===== config.mk =====
export PLATFORM = sky130hd
export DESIGN_NAME = pwm_fault_gen
export DESIGN_NICKNAME = d
export VERILOG_FILES = /design/src/rtl/pwm_fault_pkg.sv /design/src/rtl/pwm_duty_buf.sv /design/src/rtl/pwm_wave.sv /design/src/rtl/pwm_fault_guard.sv /design/src/rtl/pwm_irq_flag.sv /design/src/rtl/pwm_fault_gen.sv
export SDC_FILE = /design/constraint.sdc
export NUM_CORES = 1
export LEC_CHECK = 0
export ABC_AREA = 1
export BUFFER_PORTS_ARGS = -buffer_cell sky130_fd_sc_hd__buf_2
export CAP_MARGIN = 20
export CELL_PAD_IN_SITES_DETAIL_PLACEMENT = 1
export CELL_PAD_IN_SITES_GLOBAL_PLACEMENT = 2
export CORE_MARGIN = 2
export CORE_UTILIZATION = 32
export CTS_BUF_LIST = sky130_fd_sc_hd__clkbuf_2
export DETAILED_ROUTE_END_ITERATION = 10
export GPL_ROUTABILITY_DRIVEN = 0
export PLACE_DENSITY_LB_ADDON = 0.05
export RECOVER_POWER = 25
export SLEW_MARGIN = 25
export SYNTH_ARGS = -nofsm -noshare
export SYNTH_HDL_FRONTEND = slang
export SYNTH_HIERARCHICAL = 1
export SYNTH_SLANG_ARGS = --single-unit

===== constraint.sdc =====
create_clock -name clk -period 2.1 [get_ports clk]
set_clock_uncertainty 0.2 [all_clocks]
set_input_delay 0.21 -clock clk [delete_from_list [all_inputs] [get_ports clk]]
set_output_delay 0.21 -clock clk [all_outputs]
set_load 0.02 [all_outputs]

===== src/rtl/pwm_fault_pkg.sv =====
package pwm_fault_pkg;

  localparam logic [2:0] MODE_PWM_FREE  = 3'b110;
  localparam logic [2:0] MODE_PWM_GUARD = 3'b111;

  // Both PWM codes share the two upper bits.
  function automatic logic mode_is_pwm(input logic [2:0] m);
    return (m == MODE_PWM_FREE) || (m == MODE_PWM_GUARD);
  endfunction

  function automatic logic mode_fault_armed(input logic [2:0] m);
    return m == MODE_PWM_GUARD;
  endfunction

endpackage


===== src/rtl/pwm_duty_buf.sv =====
module pwm_duty_buf #(
  parameter int unsigned CNT_W = 16
) (
  input  logic             clk,
  input  logic             rst_n,
  input  logic             pwm_on,
  input  logic             boundary,
  input  logic             wr_en,
  input  logic [CNT_W-1:0] wr_data,
  output logic [CNT_W-1:0] work_duty
);

  logic [CNT_W-1:0] pend_q;
  logic [CNT_W-1:0] pend_next;
  logic [CNT_W-1:0] work_q;
  logic             load_now;

  // A write in the boundary cycle is forwarded into the transfer.
  assign pend_next = wr_en ? wr_data : pend_q;
  // Outside PWM the active duty tracks the pending one (preload).
  assign load_now  = !pwm_on || boundary;

  always_ff @(posedge clk or negedge rst_n) begin
    if (!rst_n) begin
      pend_q <= '0;
      work_q <= '0;
    end else begin
      pend_q <= pend_next;
      if (load_now) work_q <= pend_next;
    end
  end

  assign work_duty = work_q;

  p_hold_mid_period_r3: assert property (@(posedge clk) disable iff (!rst_n)
    (pwm_on && !boundary) |=> $stable(work_duty));

  p_take_at_end_r2: assert property (@(posedge clk) disable iff (!rst_n)
    (boundary && wr_en) |=> (work_duty == $past(wr_data)));

endmodule


===== src/rtl/pwm_wave.sv =====
module pwm_wave #(
  parameter int unsigned CNT_W = 16
) (
  input  logic             clk,
  input  logic             rst_n,
  input  logic             pwm_on,
  input  logic [CNT_W-1:0] tmr_cnt,
  input  logic [CNT_W-1:0] tmr_period,
  input  logic [CNT_W-1:0] work_duty,
  output logic             boundary,
  output logic             pwm_lvl
);

  function automatic logic at_period_end(input logic [CNT_W-1:0] cnt,
                                         input logic [CNT_W-1:0] per);
    return cnt == per;
  endfunction

  function automatic logic level_for(input logic [CNT_W-1:0] cnt,
                                     input logic [CNT_W-1:0] duty);
    return cnt < duty;
  endfunction

  logic lvl_d;

  assign boundary = pwm_on && at_period_end(tmr_cnt, tmr_period);
  assign lvl_d    = pwm_on && level_for(tmr_cnt, work_duty);

  always_ff @(posedge clk or negedge rst_n) begin
    if (!rst_n) pwm_lvl <= 1'b0;
    else        pwm_lvl <= lvl_d;
  end

  p_zero_duty_low_r5: assert property (@(posedge clk) disable iff (!rst_n)
    (pwm_on && work_duty == '0) |=> !pwm_lvl);

  p_over_duty_high_r5: assert property (@(posedge clk) disable iff (!rst_n)
    (pwm_on && work_duty > tmr_period && tmr_cnt <= tmr_period) |=> pwm_lvl);

  p_idle_low_r1: assert property (@(posedge clk) disable iff (!rst_n)
    !pwm_on |=> !pwm_lvl);

endmodule


===== src/rtl/pwm_fault_guard.sv =====
module pwm_fault_guard
  import pwm_fault_pkg::*;
(
  input  logic       clk,
  input  logic       rst_n,
  input  logic [2:0] mode,
  input  logic       fault_n,
  input  logic       pwm_on,
  output logic       fault_now,
  output logic       fault_event,
  output logic       sticky,
  output logic       oe
);

  logic sticky_q;

  assign fault_now   = mode_fault_armed(mode) && !fault_n;
  assign fault_event = fault_now && !sticky_q;
  // Disconnect needs no edge: the raw pin term is in the enable.
  assign oe          = pwm_on && !sticky_q && !fault_now;
  assign sticky      = sticky_q;

  always_ff @(posedge clk or negedge rst_n) begin
    if (!rst_n)         sticky_q <= 1'b0;
    else if (fault_now) sticky_q <= 1'b1;
  end

  always_comb begin
    if (rst_n && !fault_n && mode == MODE_PWM_GUARD)
      a_pin_cuts_oe_r8: assert (!oe);
  end

  p_sticky_holds_r9: assert property (@(posedge clk) disable iff (!rst_n)
    sticky |=> sticky);

  p_fault_records_r8: assert property (@(posedge clk) disable iff (!rst_n)
    fault_now |=> sticky);

endmodule


===== src/rtl/pwm_irq_flag.sv =====
module pwm_irq_flag (
  input  logic clk,
  input  logic rst_n,
  input  logic set_period,
  input  logic set_fault,
  input  logic clr,
  output logic flag
);

  logic any_set;

  assign any_set = set_period || set_fault;

  always_ff @(posedge clk or negedge rst_n) begin
    if (!rst_n)       flag <= 1'b0;
    else if (any_set) flag <= 1'b1;
    else if (clr)     flag <= 1'b0;
  end

  p_period_sets_r7: assert property (@(posedge clk) disable iff (!rst_n)
    set_period |=> flag);

  p_clear_drops_r7: assert property (@(posedge clk) disable iff (!rst_n)
    (clr && !set_period && !set_fault) |=> !flag);

  p_fault_sets_r8: assert property (@(posedge clk) disable iff (!rst_n)
    set_fault |=> flag);

endmodule


===== src/rtl/pwm_fault_gen.sv =====
module pwm_fault_gen
  import pwm_fault_pkg::*;
#(
  parameter int unsigned CNT_W = 16
) (
  input  logic             clk,
  input  logic             rst_n,
  input  logic [2:0]       mode,
  input  logic [CNT_W-1:0] tmr_cnt,
  input  logic [CNT_W-1:0] tmr_period,
  input  logic             duty_wr_en,
  input  logic [CNT_W-1:0] duty_wr_data,
  input  logic             fault_n,
  input  logic             flag_clr,
  output logic             pwm_out,
  output logic             pwm_oe,
  output logic             fault_status,
  output logic             irq_flag
);

  logic             pwm_on;
  logic             boundary;
  logic [CNT_W-1:0] work_duty;
  logic             fault_now;
  logic             fault_event;

  assign pwm_on = mode_is_pwm(mode);

  pwm_duty_buf #(.CNT_W(CNT_W)) u_duty (
    .clk      (clk),
    .rst_n    (rst_n),
    .pwm_on   (pwm_on),
    .boundary (boundary),
    .wr_en    (duty_wr_en),
    .wr_data  (duty_wr_data),
    .work_duty(work_duty)
  );

  pwm_wave #(.CNT_W(CNT_W)) u_wave (
    .clk       (clk),
    .rst_n     (rst_n),
    .pwm_on    (pwm_on),
    .tmr_cnt   (tmr_cnt),
    .tmr_period(tmr_period),
    .work_duty (work_duty),
    .boundary  (boundary),
    .pwm_lvl   (pwm_out)
  );

  pwm_fault_guard u_guard (
    .clk        (clk),
    .rst_n      (rst_n),
    .mode       (mode),
    .fault_n    (fault_n),
    .pwm_on     (pwm_on),
    .fault_now  (fault_now),
    .fault_event(fault_event),
    .sticky     (fault_status),
    .oe         (pwm_oe)
  );

  pwm_irq_flag u_irq (
    .clk       (clk),
    .rst_n     (rst_n),
    .set_period(boundary),
    .set_fault (fault_event),
    .clr       (flag_clr),
    .flag      (irq_flag)
  );

  p_free_mode_ignores_pin_r9: assert property (@(posedge clk) disable iff (!rst_n)
    (mode == MODE_PWM_FREE && !fault_status) |=> (fault_status == 1'b0));

  p_status_cuts_oe_r9: assert property (@(posedge clk) disable iff (!rst_n)
    fault_status |-> !pwm_oe);

endmodule


### After elaboration in Yosys (flattened, before gate mapping)

Index checks and enable logic that the tools add are counted.

* multiplexer cells: 3
* reductions and logical operators: 14
* magnitude comparators: 1
* equality and inequality tests: 3

Operators by type and width (count)
* $eq A16 B16 Y1: 1
* $lt A16 B16 Y1: 1
* $mux W16: 1
* $eq A3 B3 Y1 const B: 2
* $logic_and A1 B1 Y1: 6
* $logic_not A1 Y1: 4
* $logic_or A1 B1 Y1: 3
* $mux W1: 2
* $reduce_bool A2 Y1: 1

* bits in registers: 35

### Depth between registers and ports, before layout

Gate-level depths: netlist of run 1.

* depth after elaboration: 5
* depth in mapped cells: 14
* gate-level depth less buffers: 13

### Modules after synthesis

Netlist of run 1, hierarchy kept.

Modules (own cells, without submodules)
* pwm_duty_buf: area an instance 1416.4 um2, times used 1, cells an instance 169
* pwm_wave: area an instance 644.4 um2, times used 1, cells an instance 111
* pwm_fault_guard: area an instance 81.3 um2, times used 1, cells an instance 10
* pwm_irq_flag: area an instance 40.0 um2, times used 1, cells an instance 5
* pwm_fault_gen: area an instance 7.5 um2, times used 1, cells an instance 2

### Worst setup path before layout of run 1

No wires, ideal clock.

* path kind: in2reg
* from: input port mode[2]
* to: register u_duty.work_q[13], in the netlist u_duty/work_duty[13]
* buffers on the path: 1
* data required time: 1783 ps
* stages: 14
* slack: 478 ps
* arrival time: 1305 ps
* setup time: 117 ps
* cell sequence: nand2_1 > inv_1 > inv_1 > a21oi_1 > o211ai_1 > nor2_1 > nand3_1 > nor2_1 > inv_1 > nand2_2 > inv_2 > buf_6 > nand2_1 > nand2_1

* longest elaborated chain between the ends: 4
* elaborated cells on any way between the ends: 6
* those cells by class: 2 x eq/ne; 4 x reduce/logical

RTL lines
* start, declared: line pwm_fault_gen.sv:8 `input logic [2:0] mode,`
* $eq A3 B3 Y1 (on tied branches)
* $logic_or A1 B1 Y1 *: line pwm_fault_pkg.sv:8 `return (m == MODE_PWM_FREE) || (m == MODE_PWM_GUARD);`
* named net pwm_on: line pwm_fault_gen.sv:21 `logic pwm_on;`
* $logic_and A1 B1 Y1 *: line pwm_wave.sv:26 `assign boundary = pwm_on && at_period_end(tmr_cnt, tmr_period);`
* named net boundary: line pwm_fault_gen.sv:22 `logic boundary;`
* $logic_or A1 B1 Y1 *: line pwm_duty_buf.sv:21 `assign load_now = !pwm_on || boundary;`
* end signal, assigned: line pwm_duty_buf.sv:29 `if (load_now) work_q <= pend_next;`
* end, declared: line pwm_duty_buf.sv:15 `logic [CNT_W-1:0] work_q;`

Mark *: on every way through the listed nets, which the timed path passes. The rest lies on a longest branch.
A chain may end at the register's enable or synchronous reset.

### Worst setup path in the final report of run 1

* from: input port fault_n
* to: output port pwm_oe

* longest elaborated chain between the ends: 4

RTL lines
* start, declared: line pwm_fault_gen.sv:13 `input logic fault_n,`
* $logic_not A1 Y1: line pwm_fault_guard.sv:17 `assign fault_now = mode_fault_armed(mode) && !fault_n;`
* $logic_and A1 B1 Y1: line pwm_fault_guard.sv:17
* named net fault_now: line pwm_fault_gen.sv:24 `logic fault_now;`
* $logic_not A1 Y1: line pwm_fault_guard.sv:20 `assign oe = pwm_on && !sticky_q && !fault_now;`
* $logic_and A1 B1 Y1: line pwm_fault_guard.sv:20
* end, declared: line pwm_fault_gen.sv:16 `output logic pwm_oe,`

The timed path passes the listed nets, and every way through them passes these cells.

==> flow_summary.ini, run 1 <==
[synth]
yosysSeqAreaShare_pct = 40.0
synth_nets = 368
synthMuxAreaShare_pct = 0
synth_compound_area_share_pct = 4.17
synth_edf_count = 0
synthDominantCellAreaShare_pct = 40.0
async_reset_ff_share_pct = 100
synth_cells = 297
synth.ff_latch_count = 35
synth_fa_ha_area_share_pct = 8.57
yosys.area_share.xor_xnor_pct = 2.80
synth_flop_cell = dfrtp_1
netlist_area_sq_um = 2190
synth_top_cell_by_area = dfrtp_1
yosys_warnings = 6
syn_avg_cell_area_sq_um = 7.37
synth-simple-area-share_pct = 30.2
synth_top_family_by_area = simple AND/OR/NAND/NOR gates
synth.area.top_cells = dfrtp_1 40%, nand2_1 16%, inv_1 11%, ha_1 8.6%, and2_1 4.6%
yosysUniqueCellTypes = 27

[global_routing]
grt_max_degree = 36
grt_overflow = 0
antenna_found_initial = 0
first_global_vias = 2052
track_usage_pct = 15.8
grt_pass1_wl_mm = 9.42

[layout]
layout_common_cells = 96 x nand2_1, 65 x inv_1, 58 x buf_2, 35 x dfrtp_1, 22 x dlygate4sd3_1
final_net_count = 452
antennaDiodeCount = 0
syn2layout_area_growth_pct = 29.5
layout_commonest_cell = nand2_1
drive_above_1_share_pct = 19.9

[setup_path]
path_class = input port to output port
rr_startpoint = u_duty/work_duty[5]$_DFFE_PN0P_
required_ps = 1690
r2r-end = u_wave/pwm_lvl$_DFF_PN0_
endpoint_kind = output port
rr_worst_depth = 7
start_kind = input port
cp.arrival_ps = 1250
cp_max_fo = 3
r2r_slack_ps = 570

[timing]
fmax_ghz = 0.602
hold_viol_final = 0
setup_violations = 0
final.period_utilization_pct = 79.1
slew_viol_final = 0
fin_crit_ps = 1660
worst_pin_slew_ps = 880
setup_tns_ps = 0
slew_headroom_pct = 41.3
setup_ws_ps = 440
rsz0062_at_grt = false

[floorplanning]
dieHeight_um = 86.7
die_w_um = 86.7
initial_core_util_pct = 32.6
core_sq_um = 6720
io_pins = 60
dieArea_sq_um = 7520
row_count = 30

[clock_network]
clockRootBuffer = clkbuf_2
cts_buffers = 5
cts.clk_slew.worst_paths_ps = 190
clock-sinks = 35
cts_htree_levels = 2
cts_tree = built
cts_buffer_depth = 2
insertion_delay_ps = 360

[drt]
ant_nets = 0
vias = 2021
viasPerCell = 4.37
wl_mm = 5.39
drc = 0
drt_iter0_drc = 57
avgRoutedWirePerCell_um = 11.7
drt-pass1-iter-count = 4

[worst_hold_path]
worstHoldPathCells = 5
hold_end = u_wave/pwm_lvl$_DFF_PN0_
holdCritPathClass = input port to register
worstHoldStart = tmr_cnt[7]

[power]
pwr-share-clk_pct = 26.8
p_per_area_nw_per_um2 = 554
switching_share_pct = 29.5
internal_power_mw = 1.11
ir_worst_vdd_mv = 0.211
power_frac_seq_pct = 48.6
power_switching_mw = 0.463
pwr-share-comb_pct = 24.6
power.leakage_nw = 1.66

[placed_design]
port_buffers = 59
dp_hpwl_mm = 4.22
post-place-ws_ps = 144

[job]
drv_cap = 0

[run_status]
status = finished, final reports clean
-- timing repair --
item                                    CTS  global route
setup buffers                             0             0
endpoints found under the hold margin    69             0
endpoints found under the setup margin    0             0
gates resized for setup                   0             0
hold buffers                             22             0
-- layout make-up --
| type | instances | area, sq um |
|---|---|---|
| inverter | 68 | 260 |
| clock inverter | 3 | 38.8 |
| multi-input combinational | 189 | 1000 |
| fill | 868 | 3880 |
| clock buffer | 5 | 25.0 |
| tap | 80 | 100 |
| timing repair buffer | 82 | 536 |
| sequential | 35 | 876 |
-- metal layers --
metal	GRT usage, %	part of all wire, %
met1	21.9	51
met2	25.0	42
met3	2.38	5.0
met4	6.11	2.2
met5	0	0
-- sequential cells by signal, indices dropped and copies added (netlist names) --
signal	cells
u_duty/pend_q	16
u_guard/sticky	1
u_wave/pwm_lvl	1
u_irq/flag	1
u_duty/work_duty	16
-- power by group through the flow --
stage / logic (mW) / clock network [mW] / registers (mW)
after floorplan: 0.227 / 0 / 0.771
after CTS: 0.398 / 0.440 / 0.765
after detailed placement: 0.364 / 0 / 0.778
after global routing: 0.453 / 0.470 / 0.774
final: 0.386 / 0.422 / 0.763
after global placement: 0.357 / 0 / 0.776
-- worst max-delay path: stages --
cell and delay, ps:
dlygate4sd3_1 530, buf_2 120, inv_1 60, nand2_2 80
nor2_4 80, nor2_2 30, buf_2 140
-- cells by family after synthesis --
kind of cell / count (synthesis)
AND/OR/NAND/NOR: 151
buffers and inverters: 73
flip-flops: 35
AO/OA/AOI/OAI: 16
adder cells (fa/ha/maj): 15
XOR/XNOR: 7
-- how the worst max path moves through the flow --
| stage | to | cells after the start | slack, ps | start |
|---|---|---|---|---|
| floorplan | u_duty/work_duty[13]$_DFFE_PN0P_ | 14 | 480 | mode[2] |
| CTS | pwm_oe | 7 | 440 | fault_n |
| global placement | u_duty/work_duty[7]$_DFFE_PN0P_ | 14 | 150 | mode[2] |
| detailed placement | u_duty/work_duty[7]$_DFFE_PN0P_ | 14 | 140 | mode[2] |
| global route | pwm_oe | 6 | 380 | mode[0] |
| finish | pwm_oe | 7 | 440 | fault_n |
-- stage by stage --
stage | instance area, sq um | utilization, % | std cells | hold WS (ps) | power [mW]
2_1_floorplan | 2190 | - | 297 | -286 | 0.998
3_3_place_gp | 2550 | 38.0 | 432 | 151 | 1.13
3_5_place_dp | 2550 | 38.0 | 432 | 149 | 1.14
4_1_cts | 2840 | 42.2 | 462 | 40.0 | 1.60
5_1_grt | 2840 | 42.2 | 462 | 66.8 | 1.70
6_report | 2840 | 42.2 | 462 | 56.4 | 1.57
-- synth_stat cells, types with 2 or more instances --
cell type and count:
inv_1 65, nand3_1 18, nor3_1 4, xnor2_1 4, ha_1 15, xor2_1 3
and2_1 16, buf_6 4, o21ai_0 3, a21oi_1 6, nand2_2 3, dfrtp_1 35
o22ai_1 2, nor2_1 10, inv_2 2, nand2_1 96
Power figures use the tool's default switching activity.
==> inputs of run 2 (changes only) <==
--- a/config.mk
+++ b/config.mk
@@ -5,13 +5,13 @@
 export SDC_FILE = /design/constraint.sdc
 export NUM_CORES = 1
 export LEC_CHECK = 0
-export ABC_AREA = 1
+export ABC_AREA = 0
 export BUFFER_PORTS_ARGS = -buffer_cell sky130_fd_sc_hd__buf_2
 export CAP_MARGIN = 20
 export CELL_PAD_IN_SITES_DETAIL_PLACEMENT = 1
 export CELL_PAD_IN_SITES_GLOBAL_PLACEMENT = 2
 export CORE_MARGIN = 2
-export CORE_UTILIZATION = 32
+export CORE_UTILIZATION = 31
 export CTS_BUF_LIST = sky130_fd_sc_hd__clkbuf_2
 export DETAILED_ROUTE_END_ITERATION = 10
 export GPL_ROUTABILITY_DRIVEN = 0
==> constraint.sdc (replaced) <==
create_clock -name clk -period 1.44 [get_ports clk]
set_clock_uncertainty 0.2 [all_clocks]
set_input_delay 0.144 -clock clk [delete_from_list [all_inputs] [get_ports clk]]
set_output_delay 0.144 -clock clk [all_outputs]
set_load 0.02 [all_outputs]
==> run 2 against run 1 <==
Effect of this change:
- the run now ends with setup timing left
- final cell count is 21% lower
- clock-buffer cell count rose by 2
- wire length decreased by 3.7%
- die area decreased by 6.2%
- non-clock buffer count up 45
- synthesized cell count fell by 48%
- critical path depth shrank 1
- first-iteration DRC count fell by 65%
- sequential power rose by 49%
- clock power up 5.9%
- global-route usage is 0.16 points lower
- largest cell class unchanged
- largest power group unchanged
==> flow_summary.ini, run 2 <==
[run_status]
violations = setup timing
status = finished with violations

[setup_path]
start_kind = register
rr_worst_depth = 6
cp_cell_sequence = inv_2 > ha_4 > and4_1 > o21ai_1 > or4_1 > o2111a_1
rr_startpoint = u_duty/work_duty[7]$_DFFE_PN0P_
r2r-end = u_wave/pwm_lvl$_DFF_PN0_
r2r_slack_ps = -460
endpoint_kind = register
required_ps = 1500
cp_slowest_cell = or4_1
max_stage_delay_ps = 460
path_class = register to register
path_delay_family = simple AND/OR/NAND/NOR gates
path_buf_inv = 1
cp-startpoint = u_duty/work_duty[7]$_DFFE_PN0P_
cp.arrival_ps = 1960
cp_max_fo = 2

[power]
ir_worst_vdd_mv = 0.434
p_per_area_nw_per_um2 = 780
power.leakage_nw = 1.58

[drt]
avgRoutedWirePerCell_um = 14.3
drt-pass1-iter-count = 3
ant_nets = 0
vias = 1609
drc = 0
wl_mm = 5.19
viasPerCell = 4.43
drt_iter0_drc = 20

[floorplanning]
die_w_um = 84.0
initial_core_util_pct = 31.6
io_pins = 60
row_count = 29
core_sq_um = 6280
dieHeight_um = 84.0
dieArea_sq_um = 7060

[placed_design]
port_buffers = 59
dp_hpwl_mm = 3.84

[synth]
yosysMostFrequentCell = dfrtp_1
netlist_area_sq_um = 1980
synth_flop_cell = dfrtp_1
synth_cells = 155
synth_edf_count = 0
yosysSeqAreaShare_pct = 44.1
netlist_top_cells_count = 35 x dfrtp_1, 20 x mux2_4, 16 x inv_1
syn_avg_cell_area_sq_um = 12.8
synth.ff_latch_count = 35
async_reset_ff_share_pct = 100
yosysUniqueCellTypes = 29
yosys_warnings = 6
synth_top_cell_by_area = dfrtp_1
synth_nets = 226
synthDominantCellAreaShare_pct = 44.1
synth.area.top_cells = dfrtp_1 44%, mux2_4 15%, ha_1 9.5%, mux2_2 6.8%, xnor2_1 5.3%

[layout]
antennaDiodeCount = 0
drive_above_1_share_pct = 57.3
fillers = 676
layout_commonest_cell = buf_2
syn2layout_area_growth_pct = 57.3
final_net_count = 356
layout_common_cells = 55 x buf_2, 43 x buf_4, 35 x dfrtp_1, 26 x mux2_4, 19 x dlygate4sd3_1

[timing]
slew_viol_final = 0
setup_violations = 18
rsz0062_at_grt = true
holdWs_ps = 29.2
final.period_utilization_pct = 132
fin_crit_ps = 1900
setup_ws_ps = -455
hold_viol_final = 0
fmax_ghz = 0.528
setup_tns_ps = -3830
worst_pin_slew_ps = 898
slew_headroom_pct = 40.1

[clock_network]
cts_htree_levels = 2
cts.clk_slew.worst_paths_ps = 170
cts_buffer_depth = 2
clockRootBuffer = clkbuf_2
cts_buffers = 5
cts_tree = built
clock-sinks = 35
insertion_delay_ps = 360

[global_routing]
track_usage_pct = 15.7
grt_pass1_wl_mm = 8.70
first_global_vias = 1808
grt_overflow = 0
grt_max_degree = 36
antenna_found_initial = 0

[worst_hold_path]
hold_end = u_irq/flag$_DFFE_PN0P_
worstHoldPathCells = 5
holdCritPathClass = input port to register
worstHoldStart = mode[0]

[job]
drv_cap = 0
-- run 2: cell count changes after synthesis, sizes merged, moves of 8 or more --
cell and delta:
and2 -15, inv -51, mux2 +32, nand2 -96
nand3 -18, nor2 -10, xnor2 +8
-- run 2: layout make-up --
type	instances	area, sq um	share of cell area (%)
multi-input cells	99	1110	35.5
repair buffers	127	937	30.0
flip-flops and latches	35	876	28.1
well taps	77	96.3	3.09
inverters	17	63.8	2.04
clock buffers	7	35.0	1.12
clock inverters	1	5.00	0.160
-- run 2: worst max path at each step --
| stage | cells after the start | slack [ps] | endpoint |
|---|---|---|---|
| floorplan | 8 | -440 | u_duty/work_duty[10]$_DFFE_PN0P_ |
| global placement | 8 | -680 | u_duty/work_duty[2]$_DFFE_PN0P_ |
| detailed placement | 8 | -730 | u_duty/work_duty[2]$_DFFE_PN0P_ |
| CTS | 6 | -460 | u_wave/pwm_lvl$_DFF_PN0_ |
| global route | 6 | -510 | u_wave/pwm_lvl$_DFF_PN0_ |
| finish | 6 | -460 | u_wave/pwm_lvl$_DFF_PN0_ |
-- run 2: cell families (layout without fill, tap and decap cells) --
kind of cell / Yosys count / in the layout / share of synthesized area [%]
compound gates: 14 / 14 / 4.16
xor+xnor: 16 / 16 / 7.06
fa+ha+maj: 15 / 15 / 9.46
buf+inv: 21 / 152 / 5.42
flops: 35 / 35 / 44.1
mux: 32 / 32 / 21.9
simple gates: 22 / 22 / 7.82
-- run 2: tightest hold or removal path, cell delays in order --
cell      delay (ps)
buf_2            110
nand4b_4         100
nor2_1            50
nor2_1            90
o21ai_1           70
-- run 2: stage by stage --
step           setup WS, ps  instances  cell area (sq um)  power (mW)  util [%]
3_3_place_gp           -678        324               2670        1.82      42.5
4_1_cts                -457        360               3080        2.44      49.1
5_1_grt                -511        363               3120        2.62      49.7
6_report               -455        363               3120        2.44      49.7
2_1_floorplan          -445        155               2020        1.51         -
3_5_place_dp           -730        324               2670        1.86      42.5
-- run 2: repair_timing --
item                       in CTS  in global routing
setup buffers                   8                  8
pin swaps                       4                  1
hold endpoints to repair       69                  0
hold buffers                   19                  0
gates resized for setup        23                  5
gates cloned                    1                  0
setup endpoints to repair      18                 20
-- run 2: power by group --
part	internal (mW)	total, mW	leakage, nW	switching (mW)
registers	1.09	1.14	0.411	0.0520
clock network	0.133	0.447	0.0330	0.314
logic	0.525	0.847	1.14	0.321
-- run 2: metal layers --
layer / vias up / GRT usage [%] / share of wire, %
li1: 793 / - / -
met1: 771 / 19.7 / 44
met2: 41 / 27.5 / 51
met3: 4 / 3.26 / 4.4
met4: 0 / 3.96 / 0.79
met5: - / 0 / 0
==> inputs of run 3 (changes only) <==
--- a/config.mk
+++ b/config.mk
@@ -16,7 +16,6 @@
 export DETAILED_ROUTE_END_ITERATION = 10
 export GPL_ROUTABILITY_DRIVEN = 0
 export PLACE_DENSITY_LB_ADDON = 0.05
-export RECOVER_POWER = 25
 export SLEW_MARGIN = 25
 export SYNTH_ARGS = -nofsm -noshare
 export SYNTH_HDL_FRONTEND = slang
==> run 3 against run 2 <==
Effect of this change:
- die area stayed put
- combinational power hardly changed
- final area hardly changed
- critical endpoint unchanged
- sequential share of layout area hardly changed
- non-clock buffer count stayed put
- power hardly changed
- the flow still finishes with violations (setup timing)
- worst hold slack stayed put
- utilization hardly changed
==> flow_summary.ini, run 3 (synthesis results as in run 2) <==
[run_status]
status = finished with violations
violations = setup timing

[layout]
layout_common_cells = 55 x buf_2, 44 x buf_4, 35 x dfrtp_1, 26 x mux2_4, 19 x dlygate4sd3_1
final_net_count = 356
syn2layout_area_growth_pct = 57.4
layout_commonest_cell = buf_2
drive_above_1_share_pct = 57.3
fillers = 677
fin_util_pct = 49.8
antennaDiodeCount = 0

[setup_path]
cp_max_fo = 2
start_kind = register
endpoint_kind = register
path_class = register to register
path_buf_inv = 1
path_delay_family = simple AND/OR/NAND/NOR gates
required_ps = 1500
cp_slowest_cell = or4_1
max_stage_delay_ps = 460
cp_cell_sequence = inv_2 > ha_4 > and4_1 > o21ai_1 > or4_1 > o2111a_1
cp.arrival_ps = 1960

[clock_network]
clockRootBuffer = clkbuf_2
cts.clk_slew.worst_paths_ps = 170
insertion_delay_ps = 360
clock-sinks = 35
cts_tree = built
cts_buffers = 5
cts_buffer_depth = 2
cts_htree_levels = 2

[drt]
drc = 0
drt-pass1-iter-count = 3
ant_nets = 0
vias = 1609
wl_mm = 5.19
viasPerCell = 4.43
drt_iter0_drc = 20
avgRoutedWirePerCell_um = 14.3

[floorplanning]
die_w_um = 84.0
core_sq_um = 6280
row_count = 29
initial_core_util_pct = 31.6
dieArea_sq_um = 7060
dieHeight_um = 84.0
io_pins = 60

[timing]
worst_pin_slew_ps = 463
hold_viol_final = 0
slew_viol_final = 0
slew_headroom_pct = 69.1
fin_crit_ps = 1900
final.period_utilization_pct = 132
setup_violations = 18
setup_ws_ps = -455
fmax_ghz = 0.528
rsz0062_at_grt = true

[global_routing]
met1_usage_pct = 19.7
first_global_vias = 1808
grt_overflow = 0
grt_max_degree = 36
grt_busiest_layer = met2
gr-usage-met2_pct = 27.5
met3_usage_pct = 3.26
grt_pass1_wl_mm = 8.70
antenna_found_initial = 0
track_usage_pct = 15.7

[power]
ir_worst_vdd_mv = 0.434
power.leakage_nw = 1.58
p_per_area_nw_per_um2 = 780

[job]
drv_cap = 0

[placed_design]
port_buffers = 59
post-place-ws_ps = -730
dp_hpwl_mm = 3.84

[worst_hold_path]
holdCritPathClass = input port to register
==> run 3: changes by cell type in the layout (fill, tap and decap cells not counted), sizes merged <==
| cell | delta |
|---|---|
| clkbuf | -1 |
| buf | +1 |
==> run 3: power breakdown <==
group	internal, mW	total [mW]	leakage, nW	switching [mW]
clock	0.133	0.447	0.0330	0.314
combinational	0.526	0.848	1.14	0.321
sequential	1.09	1.14	0.411	0.0520
total	1.75	2.44	1.58	0.687
==> run 3: area by class of cell <==
cell class / count / area, sq um / area share (%)
multi-input cells: 99 / 1110 / 35.5
clock buffers: 7 / 35.0 / 1.12
repair buffers: 127 / 940 / 30.1
clock inverters: 1 / 5.00 / 0.160
inverters: 17 / 63.8 / 2.04
flip-flops and latches: 35 / 876 / 28.0
well taps: 77 / 96.3 / 3.08
==> run 3: repair_timing <==
action                                 4_1_cts  5_1_grt
buffers inserted                             8        8
endpoints found under the hold margin       69        0
cloned                                       1        0
resized for setup                           23        5
hold buffers                                19        0
setup endpoints to repair                   18       20
pin swaps                                    4        1
==> run 3: per-layer routing <==
metal / share of wire [%] / vias to the layer above
met2: 51 / 41
met1: 44 / 771
met4: 0.79 / 0
li1: - / 793
met5: 0 / -
met3: 4.4 / 4
==> run 3: worst paths after layout <==
check	from	endpoint	slack [ps]	cells after the start
setup reg to reg	u_duty/work_duty[7]$_DFFE_PN0P_	u_wave/pwm_lvl$_DFF_PN0_	-460	6
setup / recovery	u_duty/work_duty[7]$_DFFE_PN0P_	u_wave/pwm_lvl$_DFF_PN0_	-460	6
hold / removal	mode[0]	u_irq/flag$_DFFE_PN0P_	30	5
min in group asynchronous	rst_n	u_duty/pend_q[10]$_DFF_PN0_	130	3
max in group asynchronous	rst_n	u_duty/work_duty[1]$_DFFE_PN0P_	580	3
hold reg to reg	u_duty/pend_q[3]$_DFF_PN0_	u_duty/pend_q[3]$_DFF_PN0_	320	1
==> run 3: worst register-to-register path: stages, from the launching register on <==
cell and delay (ps):
dfrtp_1 420, inv_2 60, ha_4 260, and4_1 200, o21ai_1 60, or4_1 460, o2111a_1 140
==> run 3: through the flow <==
stage / setup TNS [ps] / cell area [sq um] / hold WS, ps / cells / total power [mW]
finish: -3830 / 3120 / 29.2 / 363 / 2.44
global route: -4250 / 3120 / 5.08 / 363 / 2.62
CTS: -4050 / 3080 / 4.22 / 360 / 2.44
detailed placement: -11960 / 2670 / 19.6 / 324 / 1.86
global placement: -11030 / 2670 / 4.42 / 324 / 1.82
floorplan: -6630 / 2020 / -352 / 155 / 1.51
